<file path="src/rtl/sstore_pkg.sv">
package sstore_pkg;
  localparam int WORD_W = 16;
  localparam int ADDR_W = 4;
  localparam int DEPTH  = 1 << ADDR_W;

  localparam logic [3:0] OP_NOP       = 4'd0;
  localparam logic [3:0] OP_LOAD_ONE  = 4'd1;
  localparam logic [3:0] OP_STORE_ONE = 4'd2;
  localparam logic [3:0] OP_PUT_USER  = 4'd3;
  localparam logic [3:0] OP_GET_USER  = 4'd4;
  localparam logic [3:0] OP_LOAD_ALL  = 4'd5;
  localparam logic [3:0] OP_SET_WIPER = 4'd6;

  typedef enum logic [1:0] {BOOT_W0, BOOT_W1, BOOT_DONE} boot_e;
endpackage

</file>
<file path="src/rtl/sstore_array.sv">
module sstore_array
  import sstore_pkg::*;
#(
  parameter int               WR_CYCLES = 6,
  parameter logic [WORD_W-1:0] W0_INIT  = 16'h0155,
  parameter logic [WORD_W-1:0] W1_INIT  = 16'h0200,
  parameter logic [WORD_W-1:0] CAL_WORD = 16'h1C0F
) (
  input  logic              clk,
  input  logic              rst_n,
  input  logic              we,
  input  logic [ADDR_W-1:0] waddr,
  input  logic [WORD_W-1:0] wdata,
  input  logic [ADDR_W-1:0] raddr,
  output logic [WORD_W-1:0] rword,
  output logic [WORD_W-1:0] slot0,
  output logic [WORD_W-1:0] slot1,
  output logic              wr_fire,
  output logic              busy
);
  localparam int RO_ADDR = DEPTH - 1;
  localparam int CNT_W   = $clog2(WR_CYCLES + 1);

  logic [WORD_W-1:0] mem [RO_ADDR];
  logic [CNT_W-1:0]  cnt;

  function automatic logic [WORD_W-1:0] init_word(input int idx);
    if (idx == 0) return W0_INIT;
    if (idx == 1) return W1_INIT;
    return '0;
  endfunction

  assign wr_fire = we && (waddr != ADDR_W'(RO_ADDR));

  always_ff @(posedge clk or negedge rst_n) begin
    if (!rst_n) begin
      for (int i = 0; i < RO_ADDR; i++) mem[i] <= init_word(i);
    end else if (wr_fire) begin
      for (int i = 0; i < RO_ADDR; i++)
        if (waddr == ADDR_W'(i)) mem[i] <= wdata;
    end
  end

  always_ff @(posedge clk or negedge rst_n) begin
    if (!rst_n)            cnt <= '0;
    else if (wr_fire)      cnt <= CNT_W'(WR_CYCLES);
    else if (cnt != '0)    cnt <= cnt - 1'b1;
  end

  assign busy  = (cnt != '0);
  assign slot0 = mem[0];
  assign slot1 = mem[1];

  always_comb begin
    rword = CAL_WORD;
    for (int i = 0; i < RO_ADDR; i++)
      if (raddr == ADDR_W'(i)) rword = mem[i];
  end
endmodule

</file>
<file path="src/rtl/sstore_boot.sv">
module sstore_boot
  import sstore_pkg::*;
(
  input  logic clk,
  input  logic rst_n,
  output logic step0,
  output logic step1,
  output logic done
);
  boot_e state;

  always_ff @(posedge clk or negedge rst_n) begin
    if (!rst_n) state <= BOOT_W0;
    else begin
      case (state)
        BOOT_W0: state <= BOOT_W1;
        BOOT_W1: state <= BOOT_DONE;
        default: state <= BOOT_DONE;
      endcase
    end
  end

  assign step0 = (state == BOOT_W0);
  assign step1 = (state == BOOT_W1);
  assign done  = (state == BOOT_DONE);
endmodule

</file>
<file path="src/rtl/sstore_ctrl.sv">
module sstore_ctrl
  import sstore_pkg::*;
#(
  parameter int               WIPER_W   = 10,
  parameter int               WR_CYCLES = 6,
  parameter logic [WORD_W-1:0] W0_INIT  = 16'h0155,
  parameter logic [WORD_W-1:0] W1_INIT  = 16'h0200,
  parameter logic [WORD_W-1:0] CAL_WORD = 16'h1C0F
) (
  input  logic               clk,
  input  logic               rst_n,
  input  logic               cmd_valid,
  output logic               cmd_ready,
  input  logic [3:0]         cmd_op,
  input  logic [ADDR_W-1:0]  cmd_addr,
  input  logic               cmd_wsel,
  input  logic [WORD_W-1:0]  cmd_data,
  input  logic               preset_req,
  output logic [WIPER_W-1:0] wiper0,
  output logic [WIPER_W-1:0] wiper1,
  output logic               rd_valid,
  output logic [WORD_W-1:0]  rd_data,
  output logic               busy,
  output logic               err,
  output logic               rd_mode
);
  function automatic logic [WIPER_W-1:0] to_wiper(input logic [WORD_W-1:0] w);
    return w[WIPER_W-1:0];
  endfunction

  function automatic logic [WORD_W-1:0] to_word(input logic [WIPER_W-1:0] v);
    return WORD_W'(v);
  endfunction

  logic boot_step0, boot_step1, boot_done;
  logic accept, take, reject, preset_hit, wr_fire;
  logic we;
  logic [ADDR_W-1:0] waddr;
  logic [WORD_W-1:0] wdata, rword, slot0, slot1, slot_sel;
  logic [WIPER_W-1:0] w_sel_live;

  sstore_boot u_boot (
    .clk(clk), .rst_n(rst_n),
    .step0(boot_step0), .step1(boot_step1), .done(boot_done)
  );

  assign cmd_ready  = boot_done;
  assign accept     = cmd_valid && boot_done;
  assign preset_hit = preset_req && boot_done;
  assign reject     = accept && (busy || preset_req);
  assign take       = accept && !busy && !preset_req;

  assign slot_sel   = cmd_wsel ? slot1 : slot0;
  assign w_sel_live = cmd_wsel ? wiper1 : wiper0;

  always_comb begin
    we    = 1'b0;
    waddr = cmd_addr;
    wdata = cmd_data;
    if (take && cmd_op == OP_STORE_ONE) begin
      we    = 1'b1;
      waddr = ADDR_W'(cmd_wsel);
      wdata = to_word(w_sel_live);
    end else if (take && cmd_op == OP_PUT_USER) begin
      we = 1'b1;
    end
  end

  sstore_array #(
    .WR_CYCLES(WR_CYCLES), .W0_INIT(W0_INIT), .W1_INIT(W1_INIT), .CAL_WORD(CAL_WORD)
  ) u_array (
    .clk(clk), .rst_n(rst_n), .we(we), .waddr(waddr), .wdata(wdata),
    .raddr(cmd_addr), .rword(rword), .slot0(slot0), .slot1(slot1),
    .wr_fire(wr_fire), .busy(busy)
  );

  always_ff @(posedge clk or negedge rst_n) begin
    if (!rst_n) begin
      wiper0 <= '0;
      wiper1 <= '0;
    end else if (boot_step0) begin
      wiper0 <= to_wiper(slot0);
    end else if (boot_step1) begin
      wiper1 <= to_wiper(slot1);
    end else if (preset_hit) begin
      wiper0 <= to_wiper(slot0);
      wiper1 <= to_wiper(slot1);
    end else if (take) begin
      case (cmd_op)
        OP_SET_WIPER: begin
          if (cmd_wsel) wiper1 <= to_wiper(cmd_data);
          else          wiper0 <= to_wiper(cmd_data);
        end
        OP_LOAD_ONE: begin
          if (cmd_wsel) wiper1 <= to_wiper(slot_sel);
          else          wiper0 <= to_wiper(slot_sel);
        end
        OP_LOAD_ALL: begin
          wiper0 <= to_wiper(slot0);
          wiper1 <= to_wiper(slot1);
        end
        default: ;
      endcase
    end
  end

  always_ff @(posedge clk or negedge rst_n) begin
    if (!rst_n)                             rd_mode <= 1'b0;
    else if (take && cmd_op == OP_LOAD_ONE) rd_mode <= 1'b1;
    else if (take && cmd_op == OP_NOP)      rd_mode <= 1'b0;
  end

  always_ff @(posedge clk or negedge rst_n) begin
    if (!rst_n) begin
      err      <= 1'b0;
      rd_valid <= 1'b0;
      rd_data  <= '0;
    end else begin
      err      <= reject;
      rd_valid <= take && cmd_op == OP_GET_USER;
      if (take && cmd_op == OP_GET_USER) rd_data <= rword;
    end
  end
endmodule

</file>
<file path="config.mk">
export PLATFORM = sky130hd
export DESIGN_NAME = sstore_ctrl
export DESIGN_NICKNAME = d
export VERILOG_FILES = /design/src/rtl/sstore_pkg.sv /design/src/rtl/sstore_array.sv /design/src/rtl/sstore_boot.sv /design/src/rtl/sstore_ctrl.sv
export SDC_FILE = /design/constraint.sdc
export NUM_CORES = 1
export LEC_CHECK = 0
export BUFFER_PORTS_ARGS = -buffer_cell sky130_fd_sc_hd__buf_2
export CORE_UTILIZATION = 55
export DETAILED_ROUTE_END_ITERATION = 10
export GPL_ROUTABILITY_DRIVEN = 0
export GPL_TIMING_DRIVEN = 0
export PLACE_DENSITY = 0.73
export SLEW_MARGIN = 25
export SYNTH_ARGS = -nofsm -noshare
export SYNTH_HDL_FRONTEND = slang
export SYNTH_SLANG_ARGS = --single-unit
</file>
<file path="constraint.sdc">
create_clock -name clk -period 3.6 [get_ports clk]
set_input_delay 0.18 -clock clk [delete_from_list [all_inputs] [get_ports clk]]
set_output_delay 0.18 -clock clk [all_outputs]
set_load 0.02 [all_outputs]
</file>
==> impl_metrics.yaml <==
run_status:
  run_status: "finished, violations left"
  violations_in_the_final_reports: "DRC"
finish:
  stdcell_count: 1612
  antenna-diode-count: 0
  post_synthesis_to_final_layout_area_growth_pct: 13.7
  most_common_cell_after_layout_fill_and_taps_aside: "sky130_fd_sc_hd__dfrtp_1"
  fraction_of_final_layout_cells_sized_beyond_drive_strength_1: 0.364
  nNetsFinal: 1288
  final_cell_mix: "sky130_fd_sc_hd__dfrtp_1, sky130_fd_sc_hd__mux2_2, sky130_fd_sc_hd__buf_2"
clock_network:
  tritoncts_num_sinks: 284
  htreeDepth: 1
  clock_transition_at_the_registers_of_the_reported_paths_ns: 0.06
  clock_insertion_delay_worst_skew_ns: 0.58
  root_buffer: "sky130_fd_sc_hd__clkbuf_16"
  cts_tree: "done"
  cts-buffers-inserted: 31
  clockBufferDepth: 3
power_and_ir_drop:
  total_power_mw: 7.61
  p_int_mw: 5.53
  share_clk_of_total_power: 0.412
  p_comb_frac: 0.133
  p_seq_frac: 0.455
  p_per_area_nw_per_um2: 476
  power.switching_fraction: 0.273
  leakagePower_nw: 7.61
  max-vdd-ir-drop_uv: 326
  switching_power_mw: 2.07
floorplan:
  io-pin-count: 70
  core_area_um2: 25100
  die_ar_um2: 26200
  initial_core_util: 0.559
  die_h_um: 162
  die_w_um: 162
  placement_rows: 58
grt:
  use_met3: 0.0858
  grtUsageMet2: 0.494
  gr-usage-all-layers: 0.339
  total_overflow_reported_by_the_global_router: 0
  grt_antenna_before_repair: 0
  met1_usage: 0.475
  vias_in_the_first_global_route: 10571
  grt_start_max_net_pins: 94
  top_usage_layer: "met2"
  grt_pass1_wl_mm: 65.6
logic_synthesis:
  part_of_the_yosys_area_used_for_sequential_elements: 0.506
  synthesis.nets: 1176
  synth-warning-count: 0
  synth_cell_area_um2: 14000
  dominantRegCellSynth: "sky130_fd_sc_hd__dfrtp_1"
  ys_types: 72
  synth_top_area_frac: 0.495
  synth_top_cells_by_area: "sky130_fd_sc_hd__dfrtp_1, sky130_fd_sc_hd__mux2_2, sky130_fd_sc_hd__mux2i_1, sky130_fd_sc_hd__mux4_2, sky130_fd_sc_hd__o21ai_0"
  yosysTopAreaCell: "sky130_fd_sc_hd__dfrtp_1"
  synthesized_flop_and_latch_total: 284
  synth_enable_flop_cells: 0
  post_synth_inst_count: 1145
  post_synth.cell_area_avg_um2: 12.3
  synth-async-reset-ratio: 1.00
place:
  dp_hpwl_mm: 29.3
  io_buffer_count: 68
  post-place-ws_ns: 0.242
  number_of_cells_in_the_design_after_placement: 1546
setup_path:
  start_to_end_type_of_the_worst_setup_path: "reg2reg"
  reg2reg_to: "u_array.mem[83]$_DFFE_PN0P_"
  critPathMaxFanout: 10
  critPathCaptureType: "flip-flop"
  cp_data_required_time_ns: 4.04
  critPathArrivalTime_ns: 3.70
  path_depth_of_the_worst_reg2reg_path: 8
  reg2reg_setup_slack_ns: 0.35
  critical_register_to_register_path_startpoint: "u_array.cnt[0]$_DFFE_PN0P_"
  timing.critical_path.from_type: "flip-flop"
sta:
  timing.final.crit_period_ns: 3.25
  rsz0062_at_grt: "no"
  hold_viol: 0
  min_period_over_period: 0.904
  worst_pin_slew_ns: 1.05
  finalSetupTns_ns: 0
  setup_viol_count_final: 0
  whs_ns: 0.0370
  relative_slew_margins: 0.303
  timing.final.max_slew_violations: 0
  setup_ws_ns: 0.345
  timing.fmax_ghz: 0.307
  fin_skew_ns: 0.0348
drt:
  route.detailed.wl_per_inst_um: 26.9
  route.detailed.drc: 1
  via_density: 6.61
  dr_total_vias: 10653
  starting_drc_count_in_detailed_routing: 1380
  drt_first_pass_iters: 8
  ant_nets: 0
  drt_wl_total_mm: 43.4
worst_hold_path:
  hold_path.class: "in2async"
flow_run:
  cap_violations: 0
==> routing by layer <==
layer	vias to the layer above	wire length, um
met5	-	51
met4	2	2060
met3	145	4580
met2	627	19100
met1	5421	17600
li1	4458	-
==> power by group through the flow <==
stage / Clock (mW) / Sequential, mW / Combinational (mW)
global placement: 0 / 3.51 / 0.963
CTS: 3.14 / 3.46 / 1.00
global route: 3.26 / 3.48 / 1.08
floorplan: 0 / 3.59 / 0.511
detailed placement: 0 / 3.51 / 0.992
finish: 3.13 / 3.46 / 1.01
==> worst max-delay path, cell delays in order, from the launching register on <==
cell	delay (ns)
sky130_fd_sc_hd__dfrtp_1	0.38
sky130_fd_sc_hd__inv_1	0.09
sky130_fd_sc_hd__ha_1	0.21
sky130_fd_sc_hd__or3b_1	0.42
sky130_fd_sc_hd__nor3_4	0.41
sky130_fd_sc_hd__nand3_1	0.29
sky130_fd_sc_hd__nor2_2	0.58
sky130_fd_sc_hd__buf_4	0.39
sky130_fd_sc_hd__mux2_2	0.37
==> Yosys cell counts (all sizes together), types with 4 or more instances <==
cell type	instances
o22ai	16
and2	8
o22a	4
o211ai	9
buf	41
a21o	4
o32ai	5
dfrtp	278
a211oi	9
a22o	6
a22oi	8
inv	19
nor2b	14
a21oi	38
o2bb2ai	24
o21a	5
a31oi	4
mux2	255
nor4	4
a211o	4
mux4	14
o21ai	62
nand2	54
mux2i	44
clkbuf	50
nor3	25
nand2b	15
o221ai	7
nand3b	5
a2bb2oi	7
dfstp	6
nand3	12
nor2	40
a2111oi	4
==> registers in the layout, summed over array words and instances, names as in the netlist, 2 cells and up <==
signal	count
u_boot.state	2
u_array.mem	208
wiper1	10
wiper0	10
u_array.slot0	16
u_array.cnt	3
rd_data	16
u_array.slot1	16
==> per-stage QoR <==
step	util	instance area, um^2
3_3_place_gp	0.589	14800
5_1_grt	0.636	16000
3_5_place_dp	0.593	14900
6_report	0.636	16000
4_1_cts	0.636	16000
2_1_floorplan	-	14000
==> area by class of cell <==
| cell class | count | area (um^2) |
|---|---|---|
| fillers | 2045 | 9140 |
| flip-flops and latches | 284 | 7110 |
| multi-input cells | 750 | 6420 |
| clock buffers | 45 | 868 |
| repair buffers | 79 | 513 |
| plain buffers | 91 | 450 |
| well taps | 330 | 413 |
| clock inverters | 13 | 119 |
| inverters | 20 | 75.1 |
==> kinds of logic (layout without fill, tap and decap cells) <==
kind of cell             Yosys count  count (layout)  synth area share
flip-flops                       284             284             0.506
adder cells (fa/ha/maj)            2               2           0.00178
multiplexers                     313             313             0.258
AND/OR/NAND/NOR                  195             195            0.0765
XOR/XNOR                           1               1          0.000624
AO/OA/AOI/OAI                    239             239             0.119
buffers and inverters            111             248            0.0374
==> worst max path at each step <==
stage / startpoint / end / slack (ns) / cells past startpoint
2_1_floorplan: u_array.cnt[0]$_DFFE_PN0P_ / u_array.mem[197]$_DFFE_PN0P_ / 1.06 / 8
3_3_place_gp: rst_n / wiper0[9]$_DFFE_PN0P_ / -2.95 / 1
3_5_place_dp: cmd_addr[2] / rd_data[8]$_DFFE_PN0P_ / 0.24 / 9
4_1_cts: u_array.cnt[0]$_DFFE_PN0P_ / u_array.mem[83]$_DFFE_PN0P_ / 0.39 / 8
5_1_grt: u_array.cnt[0]$_DFFE_PN0P_ / u_array.mem[85]$_DFFE_PN0P_ / 0.23 / 8
6_report: u_array.cnt[0]$_DFFE_PN0P_ / u_array.mem[83]$_DFFE_PN0P_ / 0.35 / 8
==> what timing repair did <==
item,CTS,global route
endpoints found under the setup margin,0,0
hold buffers,8,0
setup buffers,0,0
gates resized for setup,0,0
hold endpoints to repair,150,0
Note: power is estimated with default switching activity, not from simulation.
